`src/rtl/scan_rate_pkg.sv`:
```
package scan_rate_pkg;

  typedef logic [2:0] div_t;

  // Period in fast cycles for a given count of equal adjacent pairs,
  // compared in quarters of the chain length without any division.
  function automatic div_t pick_div(input int unsigned cnt, input int unsigned n);
    if (4 * cnt < n)          return 3'd4;
    else if (4 * cnt < 2 * n) return 3'd3;
    else if (4 * cnt < 3 * n) return 3'd2;
    else                      return 3'd1;
  endfunction

endpackage

```
`src/rtl/nt_monitor.sv`:
```
module nt_monitor #(
  parameter int N     = 8,
  parameter int CNT_W = $clog2(N + 1)
) (
  input  logic             clk,
  input  logic             rst,
  input  logic             shift_en,
  input  logic             in_bit,
  input  logic             head_bit,
  input  logic             tail_eq,
  output logic [CNT_W-1:0] cnt_q,
  output logic [CNT_W-1:0] cnt_next
);

  logic gain;
  logic loss;

  assign gain = shift_en && (in_bit == head_bit);
  assign loss = shift_en && tail_eq;

  always_comb begin
    case ({gain, loss})
      2'b10:   cnt_next = cnt_q + CNT_W'(1);
      2'b01:   cnt_next = cnt_q - CNT_W'(1);
      default: cnt_next = cnt_q;
    endcase
  end

  always_ff @(posedge clk) begin
    if (rst) cnt_q <= CNT_W'(N - 1);
    else     cnt_q <= cnt_next;
  end

endmodule

```
`src/rtl/shift_pacer.sv`:
```
module shift_pacer
  import scan_rate_pkg::*;
(
  input  logic clk,
  input  logic rst,
  input  logic launch,
  input  logic busy,
  input  logic rate_known,
  input  div_t next_div,
  output logic shift_en,
  output div_t div_q
);

  div_t ph_q;

  assign shift_en = busy && (ph_q == div_q - 3'd1);

  always_ff @(posedge clk) begin
    if (rst) begin
      ph_q  <= '0;
      div_q <= 3'd4;
    end else if (launch) begin
      ph_q  <= '0;
      div_q <= rate_known ? next_div : 3'd4;
    end else if (shift_en) begin
      ph_q  <= '0;
      div_q <= next_div;
    end else if (busy) begin
      ph_q  <= ph_q + 3'd1;
    end
  end

endmodule

```
`src/rtl/scan_rate_ctrl.sv`:
```
module scan_rate_ctrl
  import scan_rate_pkg::*;
#(
  parameter int N     = 8,
  parameter int CNT_W = $clog2(N + 1),
  parameter int CYC_W = 16
) (
  input  logic             clk,
  input  logic             rst,
  input  logic             start,
  input  logic             rbg_bit,
  output logic             shift_en,
  output logic [N-1:0]     chain,
  output logic [CNT_W-1:0] nt_count,
  output logic [2:0]       active_div,
  output logic             busy,
  output logic             done,
  output logic [CYC_W-1:0] cycle_count
);

  localparam int LEFT_W = $clog2(N + 1);

  logic [LEFT_W-1:0] left_q;
  logic              rate_known_q;
  logic              launch;
  logic [CNT_W-1:0]  cnt_next;
  div_t              next_div;

  assign launch   = start && !busy;
  assign next_div = pick_div(int'(cnt_next), N);

  nt_monitor #(.N(N), .CNT_W(CNT_W)) mon_i (
    .clk      (clk),
    .rst      (rst),
    .shift_en (shift_en),
    .in_bit   (rbg_bit),
    .head_bit (chain[0]),
    .tail_eq  (chain[N-1] == chain[N-2]),
    .cnt_q    (nt_count),
    .cnt_next (cnt_next)
  );

  shift_pacer pace_i (
    .clk        (clk),
    .rst        (rst),
    .launch     (launch),
    .busy       (busy),
    .rate_known (rate_known_q),
    .next_div   (next_div),
    .shift_en   (shift_en),
    .div_q      (active_div)
  );

  always_ff @(posedge clk) begin
    if (rst) begin
      chain        <= '0;
      left_q       <= '0;
      busy         <= 1'b0;
      done         <= 1'b0;
      rate_known_q <= 1'b0;
      cycle_count  <= '0;
    end else begin
      done <= 1'b0;
      if (launch) begin
        busy        <= 1'b1;
        left_q      <= LEFT_W'(N);
        cycle_count <= '0;
      end else if (busy) begin
        cycle_count <= cycle_count + CYC_W'(1);
        if (shift_en) begin
          chain        <= {chain[N-2:0], rbg_bit};
          left_q       <= left_q - LEFT_W'(1);
          rate_known_q <= 1'b1;
          if (left_q == LEFT_W'(1)) begin
            busy <= 1'b0;
            done <= 1'b1;
          end
        end
      end
    end
  end

endmodule

```
`config.mk`:
```
export PLATFORM = sky130hd
export DESIGN_NAME = scan_rate_ctrl
export DESIGN_NICKNAME = d
export VERILOG_FILES = /design/src/rtl/scan_rate_pkg.sv /design/src/rtl/nt_monitor.sv /design/src/rtl/shift_pacer.sv /design/src/rtl/scan_rate_ctrl.sv
export SDC_FILE = /design/constraint.sdc
export NUM_CORES = 1
export LEC_CHECK = 0
export ABC_AREA = 1
export ABC_CLOCK_PERIOD_IN_PS = 3100
export CORE_ASPECT_RATIO = 1.5
export CORE_MARGIN = 4
export CORE_UTILIZATION = 52
export DETAILED_ROUTE_END_ITERATION = 8
export PLACE_DENSITY_LB_ADDON = 0.15
export SYNTH_ARGS = -nofsm -noshare
export SYNTH_HDL_FRONTEND = slang
export SYNTH_HIERARCHICAL = 1
export SYNTH_SLANG_ARGS = --single-unit
```
`constraint.sdc`:
```
create_clock -name clk -period 3.1 [get_ports clk]
set_input_delay 0.62 -clock clk [delete_from_list [all_inputs] [get_ports clk]]
set_output_delay 0.62 -clock clk [all_outputs]
set_load 0.005 [all_outputs]
```
==> results of run 1 <==
synth_stat cells (all sizes together):
cell | instances | area (um^2)
a21boi | 1 | 7.51
a21oi | 17 | 85.1
buf | 3 | 30.0
clkinv | 1 | 3.75
dfxtp | 41 | 821
ha | 8 | 100
inv | 42 | 158
mux2i | 1 | 10.0
nand2 | 61 | 287
nand3 | 18 | 110
nand3b | 1 | 7.51
nand4 | 4 | 25.0
nor2 | 54 | 268
nor3 | 3 | 20.0
nor3b | 3 | 32.5
o211ai | 1 | 7.51
o21ai | 21 | 113
o21bai | 1 | 11.3
o22ai | 1 | 6.26
or2 | 2 | 12.5
xnor2 | 6 | 52.6
xor2 | 2 | 17.5
worst min-delay path by stage:
stage	slack, ns	depth (start not counted)	endpoint
after floorplan	0.44	2	rate_known_q
after global placement	0.45	2	cycle_count[7]
after detailed placement	0.45	2	cycle_count[7]
after CTS	0.46	2	cycle_count[7]
after global routing	0.51	2	cycle_count[7]
final	0.46	2	cycle_count[7]
sequential cells by signal (all words and copies together) (netlist names):
register	count
pace_i/div_q	3
done	1
rate_known_q	1
busy	1
left_q	4
cycle_count	16
mon_i/cnt_q	4
chain	8
pace_i/ph_q	3
layer usage:
metal	up-vias	wire, um	GRT usage, %
met3	9	134	4.30
met2	32	2360	35.2
li1	1010	-	-
met5	-	0	0
met4	0	104	8.48
met1	877	1860	20.1
cell type report:
type,instances,area (um^2),area share (%)
Inverter,43,164,6.06
Tap cell,45,56.3,2.08
Clock buffer,7,86.3,3.19
Multi-Input combinational cell,205,1190,44.0
Sequential cell,41,823,30.4
Timing Repair Buffer,39,385,14.2
power by group:
part / internal (mW) / switching, mW
sequential: 0.539 / 0.0126
combinational: 0.0643 / 0.0768
clock: 0.177 / 0.182
kinds of logic after synthesis:
kind of cell	Yosys count	share of synthesized area [%]
AO/OA/AOI/OAI	42	10.5
XOR/XNOR	8	3.21
adder cells (fa/ha/maj)	8	4.58
buffers and inverters	46	8.76
flip-flops	41	37.6
multiplexers	1	0.458
AND/OR/NAND/NOR	146	34.9
worst register-to-register path: cells and delay by family (launching register included):
kind            cells  cell delay (ns)
xor+xnor            1             0.12
fa+ha+maj           3             0.67
simple gates       11             0.90
compound gates      3             0.34
flops               1             0.36
buf+inv             5             0.31
==> out/results.ini, run 1 <==
[timing]
worst_slew_slack_as_a_fraction_of_its_limit_pct = 76.7
hold-worst-slack_ns = 0.460
worstMarginPinSlew_ns = 0.348
final_setup_violation_count = 0
period_minus_slack_ns = 2.77
final.setup.worst_slack_ns = 0.333
worst_clock_skew_ns = 0.00335
grt_setup_unrepaired = no
timing_hold_violations_final = 0
report.final.slew_viol_count = 0
max_clock_freq_ghz = 0.361
setup-tns-final_ns = 0
finalCritPeriodShare_pct = 89.3

[place]
routabilityCongestion = 0.784
place.port_buffers = 37
dp_worst_setup_slack_ns = 0.112
place.detailed.hpwl_um = 3370
dp.cells = 373
instance_area_at_placement_mm2 = 0.00260

[yosys]
post_synth_num_cell_types = 33
syn-mean-instance-area_um2 = 7.48
mappedNetlistNets = 304
syn-cell-area_mm2 = 0.00218
synth-seq-cells = 41
netlist_instances = 292
yosysSeqAreaShare_pct = 37.6
synth_warnings = 6

[floorplan]
die_width_um = 60.9
dieArea_mm2 = 0.00532
fp.dieH_um = 87.4
placeableCoreArea_mm2 = 0.00399
floorplan.initialDensity_pct = 54.7
floorplan.rows = 28
count_of_pins_on_the_block_boundary = 38

[layout]
synth_to_layout_area_growth_pct = 23.9
layout.cells.most_common = nand2_1
layout_common_cells = nand2_1 (42), nor2_1 (41), dfxtp_1 (39), clkdlybuf4s50_1 (37), inv_1 (34)
final_nets = 347
antenna_cells_inserted = 0
design_area_mm2 = 0.00271
layout-drive-gt1-share_pct = 19.1
finalCoreUtilization_pct = 67.8
layoutNonFillerInstCount = 380
layout.filler_cells = 368

[cts]
clock-root-buffer = clkbuf_8
clock_tree.htree_level_count = 2
clock_sink_count = 41
cts-hold-fix-buffers = 0
worstSkewPairLatency_ns = 0.29
cts_resized = 0
clock_tree_buf_depth = 2
cts_made_buffers = 5
post-cts-setup-buffer-count = 0
cts_tree = built
clock_pin_slew_on_the_worst_setup_and_hold_paths_ns = 0.08

[routing]
drt_wl_total_um = 4450
drc_errors = 0
first_pass_iters = 4
route.detailed.wl_per_inst_um = 11.7
routed_via_density = 5.07
final_antenna_net_count = 0
vias = 1928
detail_route.iter0.violations = 58

[min_path]
timing.hold.worst.class = reg2reg
min_from = cycle_count[7]

[pwr]
worst_ir_drop_vdd_mv = 0.386
p_leak_nw = 1.06
fin_total_pwr_mw = 1.05
power-per-cell-area_mw_per_mm2 = 389

[setup_path]
terminus_of_the_critical_flop_to_flop_path = pace_i/div_q[1]
worstPathMaxFanout = 5
timing.reg2reg.setup_slack_ns = 0.33
worstRegToRegCells = 23
timing.setup.critical_path_class = reg2reg
cp_cell_sequence = inv_1 -> ha_1 -> inv_1 -> nand2_1 -> nand3_1 -> nor2_4 -> nand2_4 -> inv_4 -> nand2_1 -> ha_4 -> nor2_2 -> nor2_4 -> ha_1 -> a21oi_2 -> xnor2_1 -> nand2_1 -> o21ai_2 -> inv_1 -> o22ai_1 -> inv_1 -> nand2_2 -> nand2_2 -> nor2_2
crit_path_capture_type = flop
critical-path-top-delay-family = simple AND/OR/NAND/NOR gates
worst_path_largest_cell_delay_ns = 0.36
crit_top_cell = inv_1
worst-endpoint-arrival_ns = 3.00
path_depth = 23
worst_path_buffer_plus_inverter_count = 5
worstPathRequired_ns = 3.33
timing.critical_path.slowest_stage_cell = dfxtp_2
startpoint_type = flop
timing.critical_path.to = pace_i/div_q[1]
critical_path.startpoint = pace_i/div_q[0]
timing.rr.start = pace_i/div_q[0]

[global_routing]
gr-total-overflow = 0
grt_use_total_pct = 19.3
grt_pass1_vias = 1919
grt_start_max_net_pins = 17
initial_antenna_violation_count = 0
grt_pass1_wl_um = 7820

[job]
number_of_maximum_capacitance_violations = 0

[run_status]
status = finished, final reports clean

Power figures use the tool's default switching activity.
==> run 2, diff against run 1 <==
SETUP_SLACK_MARGIN = 0.02   (was default)
==> run 2 against run 1 <==
Clock skew is essentially flat; clock power barely moved; power is essentially flat; first-iteration DRC count is the same; final cell count stayed put; flip-flop and latch count is the same; maximum frequency rose by 0.48%; register-to-register slack about the same; via count unchanged; combinational power barely moved; die area stayed put.
==> out/results.ini, run 2 (synthesized netlist as in run 1, its figures left out) <==
[cts]
clock_tree_buf_depth = 2
post-cts-setup-buffer-count = 0
clock-root-buffer = clkbuf_8
clock_pin_slew_on_the_worst_setup_and_hold_paths_ns = 0.08
cts_made_buffers = 5
clock_tree.htree_level_count = 2
cts_tree = built
clock_sink_count = 41
cts-hold-fix-buffers = 0
worstSkewPairLatency_ns = 0.29

[routing]
drt_wl_total_um = 4450
route.detailed.wl_per_inst_um = 11.7
routed_via_density = 5.07
final_antenna_net_count = 0
detail_route.iter0.violations = 58
first_pass_iters = 4
vias = 1928
drc_errors = 0

[global_routing]
gr-total-overflow = 0
grt_start_max_net_pins = 17
initial_antenna_violation_count = 0
grt_use_total_pct = 19.3
grt_pass1_wl_um = 7820
grt_pass1_vias = 1919

[timing]
worst_clock_skew_ns = 0.00335
report.final.slew_viol_count = 0
grt_setup_unrepaired = no
timing_hold_violations_final = 0
worst_slew_slack_as_a_fraction_of_its_limit_pct = 76.7
setup-tns-final_ns = 0
finalCritPeriodShare_pct = 88.8
final_setup_violation_count = 0
period_minus_slack_ns = 2.75
max_clock_freq_ghz = 0.363
worstMarginPinSlew_ns = 0.348

[layout]
layout.cells.most_common = nand2_1
max_flop_register = cycle_count
largest_register_ffs = 16
synth_to_layout_area_growth_pct = 23.9
antenna_cells_inserted = 0
top_regs = cycle_count x16, chain x8
layout-drive-gt1-share_pct = 19.1
final_nets = 347
layout_common_cells = nand2_1 (42), nor2_1 (41), dfxtp_1 (39), clkdlybuf4s50_1 (37), inv_1 (34)

[floorplan]
fp.dieH_um = 87.4
placeableCoreArea_mm2 = 0.00399
die_width_um = 60.9
floorplan.rows = 28
floorplan.initialDensity_pct = 54.7
count_of_pins_on_the_block_boundary = 38
dieArea_mm2 = 0.00532

[pwr]
internal_power_uw = 780
pwr-share-clk_pct = 34.1
total_switching_power_uw = 272
pwr-share-comb_pct = 13.4
p_leak_nw = 1.06
power_switching_share_pct = 25.8
fin_total_pwr_mw = 1.05
worst_ir_drop_vdd_mv = 0.386
power-per-cell-area_mw_per_mm2 = 389
seq_power_share_pct = 52.4

[run_status]
status = finished, final reports clean

[setup_path]
worstRegToRegCells = 24
terminus_of_the_critical_flop_to_flop_path = pace_i/div_q[1]
worstPathMaxFanout = 5
timing.setup.critical_path_class = reg2reg
startpoint_type = flop
timing.rr.start = pace_i/div_q[0]
worst-endpoint-arrival_ns = 2.94
crit_path_capture_type = flop
timing.reg2reg.setup_slack_ns = 0.35
worstPathRequired_ns = 3.29

[min_path]
hold_depth = 2
timing.hold.worst.class = reg2reg
hold-path-endpoint = cycle_count[7]
min_from = cycle_count[7]

[place]
place.port_buffers = 37
place.detailed.hpwl_um = 3370
routabilityCongestion = 0.784

[job]
number_of_maximum_capacitance_violations = 0

## run 2: cell counts in the layout (fill, tap and decap cells not counted)
No cell type changed its count.
## run 2: final cells by class
type	instances	area (um^2)
Sequential cell	41	823
Tap cell	45	56.3
Multi-Input combinational cell	205	1190
Clock buffer	7	86.3
Inverter	43	164
Fill cell	368	1290
Timing Repair Buffer	39	385
## run 2: what timing repair did
item / CTS / global route
hold endpoints to repair: 0 / 0
resized for setup: 0 / 9
endpoints found under the setup margin: 0 / 3
## run 2: worst max-delay path by stage
stage / to / startpoint / slack (ns)
finish: pace_i/div_q[1] / pace_i/div_q[0] / 0.35
global route: pace_i/div_q[1] / pace_i/div_q[0] / 0.04
CTS: pace_i/div_q[1] / pace_i/div_q[0] / 0.09
detailed placement: pace_i/div_q[1] / pace_i/div_q[0] / 0.11
global placement: pace_i/div_q[1] / pace_i/div_q[0] / 0.21
floorplan: pace_i/div_q[1] / pace_i/div_q[0] / 0.30
## run 2: through the flow
stage          util (%)  instance area (um^2)  std cells  hold WS, ns  setup slack, ns
2_1_floorplan         -                  2180        292        0.440            0.304
3_3_place_gp       65.0                  2600        373        0.450            0.214
3_5_place_dp       65.0                  2600        373        0.455            0.112
4_1_cts            67.2                  2680        380        0.463           0.0872
5_1_grt            67.8                  2710        380        0.513           0.0359
6_report           67.8                  2710        380        0.460            0.346
## run 2: power groups by stage
stage                     logic (mW)  clock network, mW  registers, mW
after floorplan               0.0975                  0          0.564
after global routing           0.160              0.393          0.554
after global placement         0.138                  0          0.563
final                          0.141              0.359          0.552
after detailed placement       0.140                  0          0.564
after CTS                      0.141              0.371          0.551
## run 2: critical path, stage by stage (launching register included)
cell,delay [ns]
dfxtp_2,0.36
inv_1,0.06
ha_1,0.29
inv_1,0.04
nand2_1,0.05
nand3_1,0.10
nor2_4,0.11
nand2_4,0.09
inv_4,0.08
nand2_1,0.11
ha_4,0.19
nor2_2,0.14
nor2_4,0.06
ha_1,0.19
a21oi_2,0.12
xnor2_1,0.12
nand2_1,0.07
o21ai_2,0.06
inv_1,0.06
nand2_1,0.08
o22ai_1,0.07
inv_1,0.07
nand2_2,0.05
nand2_2,0.05
nor2_2,0.03
## run 2: metal layers
| metal | vias up | track usage (%) | wire, um |
|---|---|---|---|
| li1 | 1010 | - | - |
| met1 | 877 | 20.1 | 1860 |
| met2 | 32 | 35.2 | 2360 |
| met3 | 9 | 4.30 | 134 |
| met4 | 0 | 8.48 | 104 |
| met5 | - | 0 | 0 |
==> run 3, diff against run 2 <==
GPL_ROUTABILITY_DRIVEN = 0   (was default)
==> results of run 3 <==
The final DEF is identical to that of run 2; final timing and power are the same.
